$ cat config.mk
export PLATFORM = sky130hd
export DESIGN_NAME = qdec_top
export DESIGN_NICKNAME = d
export VERILOG_FILES = /design/src/rtl/qdec_pkg.sv /design/src/rtl/qdec_rst_sync.sv /design/src/rtl/qdec_chan_filter.sv /design/src/rtl/qdec_step_decode.sv /design/src/rtl/qdec_pos_counter.sv /design/src/rtl/qdec_top.sv
export SDC_FILE = /design/constraint.sdc
export NUM_CORES = 1
export LEC_CHECK = 0
export ABC_AREA = 0
export BUFFER_PORTS_ARGS = -buffer_cell sky130_fd_sc_hd__buf_2
export CAP_MARGIN = 15
export CORE_AREA = 2 2 60 62
export DETAILED_ROUTE_END_ITERATION = 10
export DIE_AREA = 0 0 62 64
export HOLD_SLACK_MARGIN = 0.08
export PLACE_DENSITY = 0.82
export SLEW_MARGIN = 15
export SYNTH_ARGS = -nofsm -noshare
export SYNTH_HDL_FRONTEND = slang
export SYNTH_SLANG_ARGS = --single-unit
$ cat constraint.sdc
create_clock -name clk_i -period 2.3 [get_ports clk_i]
set_input_delay 0.46 -clock clk_i [delete_from_list [all_inputs] [get_ports clk_i]]
set_output_delay 0.46 -clock clk_i [all_outputs]
set_load 0.03 [all_outputs]
$ cat src/rtl/qdec_pkg.sv
package qdec_pkg;

  typedef enum logic [1:0] {
    MV_NONE = 2'd0,
    MV_UP   = 2'd1,
    MV_BAD  = 2'd2,
    MV_DOWN = 2'd3
  } qdec_move_e;

  // Map {A,B} onto a position around the cycle 00,01,11,10.
  function automatic logic [1:0] phase_index(input logic [1:0] ab);
    logic [1:0] idx;
    case (ab)
      2'b00:   idx = 2'd0;
      2'b01:   idx = 2'd1;
      2'b11:   idx = 2'd2;
      default: idx = 2'd3;
    endcase
    return idx;
  endfunction

endpackage

$ cat src/rtl/qdec_rst_sync.sv
module qdec_rst_sync #(
  parameter int STAGES = 2
) (
  input  logic clk_i,
  input  logic arst_ni,
  output logic rst_no
);
  logic [STAGES-1:0] chain_q;

  always_ff @(posedge clk_i or negedge arst_ni) begin
    if (!arst_ni) chain_q <= '0;
    else          chain_q <= {chain_q[STAGES-2:0], 1'b1};
  end

  assign rst_no = chain_q[STAGES-1];
endmodule

$ cat src/rtl/qdec_chan_filter.sv
module qdec_chan_filter #(
  parameter int SYNC_STAGES = 2
) (
  input  logic clk_i,
  input  logic rst_ni,
  input  logic raw_i,
  output logic clean_o
);
  logic [SYNC_STAGES-1:0] sync_q;
  logic sync_s;
  logic prev_q;
  logic clean_q, clean_d;

  assign sync_s = sync_q[SYNC_STAGES-1];

  always_comb begin
    clean_d = clean_q;
    if (sync_s == prev_q) clean_d = sync_s;
  end

  always_ff @(posedge clk_i or negedge rst_ni) begin
    if (!rst_ni) begin
      sync_q  <= '0;
      prev_q  <= 1'b0;
      clean_q <= 1'b0;
    end else begin
      sync_q  <= {sync_q[SYNC_STAGES-2:0], raw_i};
      prev_q  <= sync_s;
      clean_q <= clean_d;
    end
  end

  assign clean_o = clean_q;


  filter_agree_chk: assert property (@(posedge clk_i) disable iff (!rst_ni)
    (clean_q != $past(clean_q)) |-> ($past(sync_s, 1) == $past(sync_s, 2)));
endmodule

$ cat src/rtl/qdec_step_decode.sv
module qdec_step_decode
  import qdec_pkg::*;
(
  input  logic clk_i,
  input  logic rst_ni,
  input  logic a_i,
  input  logic b_i,
  output logic step_o,
  output logic dir_up_o
);
  logic [1:0] prev_q, cur_s;
  logic       step_q, step_d;
  logic       dir_q, dir_d;
  qdec_move_e move_s;

  assign cur_s = {a_i, b_i};

  always_comb begin
    move_s = qdec_move_e'(phase_index(cur_s) - phase_index(prev_q));
    step_d = (move_s == MV_UP) || (move_s == MV_DOWN);
    dir_d  = dir_q;
    if (step_d) dir_d = (move_s == MV_UP);
  end

  always_ff @(posedge clk_i or negedge rst_ni) begin
    if (!rst_ni) begin
      prev_q <= 2'b00;
      step_q <= 1'b0;
      dir_q  <= 1'b1;
    end else begin
      prev_q <= cur_s;
      step_q <= step_d;
      dir_q  <= dir_d;
    end
  end

  assign step_o   = step_q;
  assign dir_up_o = dir_q;


  step_single_chk: assert property (@(posedge clk_i) disable iff (!rst_ni)
    step_q |=> !step_q);

  jump_ignored_chk: assert property (@(posedge clk_i) disable iff (!rst_ni)
    (a_i != $past(a_i) && b_i != $past(b_i)) |=> !step_q);
endmodule

$ cat src/rtl/qdec_pos_counter.sv
module qdec_pos_counter #(
  parameter int ACT_W = 16
) (
  input  logic             clk_i,
  input  logic             rst_ni,
  input  logic             step_i,
  input  logic             dir_up_i,
  output logic [ACT_W-1:0] pos_o,
  output logic             evt_o,
  output logic             wrap_o
);
  logic [ACT_W-1:0] pos_q, pos_d;
  logic             evt_q, evt_d;
  logic             wrap_q, wrap_d;

  always_comb begin
    pos_d  = pos_q;
    evt_d  = step_i;
    wrap_d = 1'b0;
    if (step_i) begin
      if (dir_up_i) begin
        pos_d  = pos_q + 1'b1;
        wrap_d = &pos_q;
      end else begin
        pos_d  = pos_q - 1'b1;
        wrap_d = (pos_q == '0);
      end
    end
  end

  always_ff @(posedge clk_i or negedge rst_ni) begin
    if (!rst_ni) begin
      pos_q  <= '0;
      evt_q  <= 1'b0;
      wrap_q <= 1'b0;
    end else begin
      pos_q  <= pos_d;
      evt_q  <= evt_d;
      wrap_q <= wrap_d;
    end
  end

  assign pos_o  = pos_q;
  assign evt_o  = evt_q;
  assign wrap_o = wrap_q;


  wrap_with_evt_chk: assert property (@(posedge clk_i) disable iff (!rst_ni)
    wrap_q |-> evt_q);

  wrap_value_chk: assert property (@(posedge clk_i) disable iff (!rst_ni)
    wrap_q |-> (dir_up_i ? (pos_q == '0) : (&pos_q)));

  dir_settled_chk: assert property (@(posedge clk_i) disable iff (!rst_ni)
    evt_q |-> (dir_up_i == $past(dir_up_i)));

  up_step_chk: assert property (@(posedge clk_i) disable iff (!rst_ni)
    (evt_q && dir_up_i) |-> (pos_q == ACT_W'($past(pos_q) + 1'b1)));

  hold_chk: assert property (@(posedge clk_i) disable iff (!rst_ni)
    !evt_q |-> (pos_q == $past(pos_q)));
endmodule

$ cat src/rtl/qdec_top.sv
module qdec_top #(
  parameter int OUT_W       = 16,
  parameter int ACT_W       = 16,
  parameter int SYNC_STAGES = 2
) (
  input  logic             clk_i,
  input  logic             rst_ni,
  input  logic             chan_a_i,
  input  logic             chan_b_i,
  output logic [OUT_W-1:0] pos_o,
  output logic             cnt_pulse_o,
  output logic             dir_up_o,
  output logic             wrap_pulse_o
);
  localparam int NCH = 2;

  logic             rst_n_s;
  logic [NCH-1:0]   raw_s, clean_s;
  logic             step_s, dir_s;
  logic [ACT_W-1:0] pos_s;

  assign raw_s = {chan_a_i, chan_b_i};

  qdec_rst_sync #(.STAGES(2)) u_rst (
    .clk_i(clk_i), .arst_ni(rst_ni), .rst_no(rst_n_s)
  );

  for (genvar ch = 0; ch < NCH; ch++) begin : g_chan
    qdec_chan_filter #(.SYNC_STAGES(SYNC_STAGES)) u_filt (
      .clk_i(clk_i), .rst_ni(rst_n_s), .raw_i(raw_s[ch]), .clean_o(clean_s[ch])
    );
  end

  qdec_step_decode u_dec (
    .clk_i(clk_i), .rst_ni(rst_n_s), .a_i(clean_s[1]), .b_i(clean_s[0]),
    .step_o(step_s), .dir_up_o(dir_s)
  );

  qdec_pos_counter #(.ACT_W(ACT_W)) u_cnt (
    .clk_i(clk_i), .rst_ni(rst_n_s), .step_i(step_s), .dir_up_i(dir_s),
    .pos_o(pos_s), .evt_o(cnt_pulse_o), .wrap_o(wrap_pulse_o)
  );

  if (ACT_W < OUT_W) begin : g_pad
    assign pos_o = {{(OUT_W-ACT_W){1'b0}}, pos_s};
  end else begin : g_full
    assign pos_o = pos_s[OUT_W-1:0];
  end

  assign dir_up_o = dir_s;
endmodule

## Yosys cells after proc, flatten, opt, wreduce, memory -nomap -nowiden

Index checks and enable logic that the tools add are counted.

| storage, ports and cells | value |
|---|---|
| register bits after elaboration | 32 |
| input port bits | 4 |
| output and inout port bits | 19 |
| word-level logic and storage cells | 34 |

| cells by class | value |
|---|---|
| add/subtract/negate cells | 3 |
| equal/unequal tests | 8 |
| multiplexer cells | 5 |
| reduce and logical (&&, ||, !) cells | 5 |

Operators with widths:

| operator | number |
|---|---|
| $add 16x1->16 const B | 1 |
| $logic_not 16->1 | 1 |
| $mux 16 | 1 |
| $reduce_and 16->1 | 1 |
| $sub 16x1->16 const B | 1 |
| $pmux 2 s3 | 2 |
| $eq 2x1->1 const B | 3 |
| $eq 2x2->1 const B | 3 |
| $logic_not 2->1 | 2 |
| $eq 1x1->1 | 2 |
| $mux 1 | 2 |
| $sub 2x2->2 | 1 |
| $logic_or 1x1->1 | 1 |

## Depth between registers and ports, before layout

| logic depth | value |
|---|---|
| depth in word-level cells | 5 |
| mapped depth | 8 |
| depth with buffers taken out | 8 |

## Modules after synthesis

From an unflattened synthesis, not the netlist that was laid out.

| unflattened totals | value |
|---|---|
| cells, all modules | 195 |
| area, all modules | 2030.7 µm² |

By module, submodules not included:

| module | times used | cells each | area an instance (µm²) | sequential area each (µm²) |
|---|---|---|---|---|
| qdec_pos_counter | 1 | 172 | 1581.5 | 450.4 |
| qdec_chan_filter | 2 | 5 | 111.4 | 100.1 |
| qdec_step_decode | 1 | 10 | 172.7 | 101.3 |
| qdec_rst_sync | 1 | 3 | 53.8 | 50.0 |

## Worst setup path before layout

OpenSTA, ideal clock, no wires.

| timing | value |
|---|---|
| path type | flip-flop to flip-flop |
| start point | register u_dec.dir_q, in the netlist u_dec.dir_up_o |
| end point | register u_cnt.pos_q[13], in the netlist u_cnt.pos_o[13] |
| library setup time | 125 ps |
| data arrival time | 2302 ps |
| data required time | 2175 ps |
| path slack | -127 ps |
| cell stages (with the launch flop) | 9 |
| buffers on the path | 0 |
| clock period less this slack | 2427 ps |
| cells stage by stage | dfstp_2 inv_1 ha_1 a21oi_4 o211ai_2 a21oi_1 o21ai_1 xor2_1 mux2_4 |

| between the ends | value |
|---|---|
| word-level cells in the longest chain between the ends | 1 |

Ends and longest elaborated chain:

| element | RTL line | RTL |
|---|---|---|
| start, declared | qdec_step_decode.sv:13 | `logic dir_q, dir_d;` |
| start signal, assigned | qdec_step_decode.sv:33 | `dir_q <= dir_d;` |
| $mux 16 | qdec_pos_counter.sv:21 | `if (dir_up_i) begin` |
| end signal, assigned | qdec_pos_counter.sv:37 | `pos_q <= pos_d;` |
| end, declared | qdec_pos_counter.sv:12 | `logic [ACT_W-1:0] pos_q, pos_d;` |

Every way passes these cells.
A chain may end at the register's enable or synchronous reset.

## Final worst setup path

| timing | value |
|---|---|
| start point | register u_dec.dir_q, in the netlist u_dec.dir_up_o |
| end point | register u_cnt.pos_q[9], in the netlist u_cnt.pos_o[9] |

The elaborated chain is that of the path after synthesis.

==> results_dict.tcl <==
set metrics [dict create \
    status "finished with violations" \
    failed_checks "negative setup slack" \
    min_path_type "input pin to register" \
    core_area_sq_mm 0.00328 \
    cts_buffer_depth 2 \
    setup_ws_ps -111 \
    avgRoutedWirePerCell_microns 16.6 \
    tightest_slew_ps 816 \
    drc 0 \
    synth_seq_area_share_pct 41.3 \
    post-place-ws_ps -171 \
    grt_start_max_net_pins 22 \
    port_buffers 22 \
    ys_types 43 \
    antenna_found_initial 0 \
    vias 1609 \
    synth.area.top_cells "dfrtp_1 (40%), ha_1 (12%), mux2_2 (5.8%), a21oi_1 (3.6%), xnor2_1 (3.6%)" \
    slew_viol_final 0 \
    globalplace.congestion 0.932 \
    drt_iter0_drc 83 \
    clkTransAtPathRegs_ps 100 \
    crit_arrival_ps 2640 \
    grt_pass1_vias 1629 \
    grt-ovfl-total 0 \
    fin_util_pct 76.2 \
    rsz0062_at_grt "yes" \
    synth_common_cells "dfrtp_1 (31), ha_1 (19), a21oi_1 (14)" \
    dp_hpwl_microns 3030 \
    clk_latency_ps 350 \
    use_met3_pct 6.48 \
    grt_first_pass_wirelength_microns 7420 \
    crit_required_ps 2530 \
    timing.fmax_ghz 0.415 \
    track_usage_pct 25.1 \
    finalHoldViolations 0 \
    slew-limit-headroom_pct 45.6 \
    die_area_sq_mm 0.00397 \
    cts_made_buffers 5 \
    synth-seq-cells 32 \
    async_flop_share_pct 100 \
    cts_sinks 32 \
    gr-usage-met1_pct 33.2 \
    avgViaCountPerCell 5.81 \
    area_growth_pct 28.8 \
    firstDrtPassIters 4 \
    crit_buf_inv 2 \
    cap_violations 0 \
    busiest_layer "met2" \
    drive_above_1_share_pct 39.8 \
    layout_worst_path_cycle_share_pct 105 \
    num_antenna_cells 0 \
    wl_microns 4610 \
    antenna_left 0 \
    synth_fp_nets 203 \
    grt_use_met2_pct 37.6 \
    yosys.cell_count.top_type "dfrtp_1" \
    yosys.area.top_type_share_pct 39.9 \
    final.setup_skew_ps 15.0 \
    critPathKind "register to register" \
    synth_edf_count 0 \
    avgSynthCellArea_sq_um 10.8 \
    die_w_microns 62 \
    slowest_delay_ps 570 \
    worst_path_max_delay_cell "dfstp_2" \
    yosys.area.top_type "dfrtp_1" \
    synthFlopType "dfrtp_1" \
    synthCells 179 \
    yosysWarningCount 0 \
    row_count 21 \
    endpoint_kind "register" \
    boundaryPins 23 \
    cts-root-buf "clkbuf_4" \
    critical_path.top_delay_family "compound AO/OA/AOI/OAI gates" \
    worst-path-max-fanout 15 \
    path_cells "clkinvlp_4, buf_12, ha_4, o211ai_1, o211ai_4, a21boi_4, a21boi_2, xnor2_1, mux2_4" \
    syn_area_sq_mm 0.00194 \
    fin_crit_ps 2410 \
    nets 254 \
    die_y_microns 64 \
    finalSetupTns_ps -456 \
    cts_tree "done" \
    start_util_pct 59.1 \
    htree_levels 2 \
    worstSetupStartpointType "register" \
    setup-violations-final 7 \
]
-- stage by stage --
stage,hold WS (ps),area [sq um],std cells
floorplan,164,1940,179
global placement,245,2240,264
detailed placement,246,2240,264
CTS,203,2430,275
global route,198,2500,277
finish,204,2500,277
-- layer usage --
metal | share of wire [%] | vias up
met2 | 48 | 61
met4 | 3.3 | 0
li1 | - | 755
met3 | 5.3 | 16
met5 | 0 | -
met1 | 43 | 777
-- registers in the layout (all words and copies together) (netlist names) --
signal,cells
u_cnt.pos_o,16
g_chan.u_filt.sync_q,4
g_chan.u_filt.clean_o,2
g_chan.u_filt.prev_q,2
u_dec.prev_q,2
u_rst.chain_q,2
u_cnt.evt_o,1
u_cnt.wrap_o,1
u_dec.dir_up_o,1
u_dec.step_o,1
-- cell families after synthesis --
group                      count (synthesis)  synth area share (%)
AOI/OAI and AO/OA                         45                  17.5
xor gates and xnor gates                  15                  6.77
adders and majority gates                 22                  14.3
buffers and inverters                     12                  2.32
DFF                                       32                  41.3
muxes                                     12                  7.09
other                                      1                 0.193
and+or+nand+nor                           40                  10.6
-- cell usage in the layout, fill, tap and decap left out, drive strengths merged, types with 6 or more instances in the layout --
cell type,instances
dfrtp,31
o21ai,6
nand2,7
xor2,7
buf,45
clkbuf,6
mux2,11
nor2,8
inv,9
xnor2,8
ha,19
a21oi,16
-- final cells by class --
cell class | count | area, sq um
clock buffer | 6 | 41.3
tap | 46 | 57.6
multi-input combinational | 135 | 1220
fill | 197 | 783
sequential | 32 | 802
inverter | 10 | 41.3
clock inverter | 2 | 35.0
timing repair buffer | 46 | 305
-- worst reg2reg max path, cell delays in order, from the launching register on --
cell	delay, ps
dfstp_2	570
clkinvlp_4	100
buf_12	160
ha_4	290
o211ai_1	180
o211ai_4	280
a21boi_4	240
a21boi_2	70
xnor2_1	130
mux2_4	270
-- final timing paths --
| check | start | cells past startpoint | to | slack [ps] |
|---|---|---|---|---|
| setup / recovery | u_dec.dir_up_o | 9 | u_cnt.pos_o[9] | -110 |
| hold / removal | chan_a_i | 1 | g_chan[1].u_filt.sync_q[0] | 200 |
| setup reg to reg | u_dec.dir_up_o | 9 | u_cnt.pos_o[9] | -110 |
| hold reg to reg | u_rst.chain_q[1] | 0 | g_chan[0].u_filt.sync_q[0] | 330 |
| max in group asynchronous | u_rst.chain_q[1] | 1 | g_chan[1].u_filt.clean_o | 1300 |
| min in group asynchronous | u_rst.chain_q[1] | 0 | g_chan[0].u_filt.sync_q[0] | 330 |
-- what timing repair did --
| action | 4_1_cts | 5_1_grt |
|---|---|---|
| hold buffers | 1 | 0 |
| endpoints found under the hold margin | 2 | 0 |
| pin swaps | 6 | 6 |
| setup endpoints to repair | 9 | 8 |
| resized for setup | 13 | 8 |
| setup buffers | 2 | 2 |
Power is not shown: default switching activity piles up to over one toggle a cycle in this logic, so the estimate is an artifact.
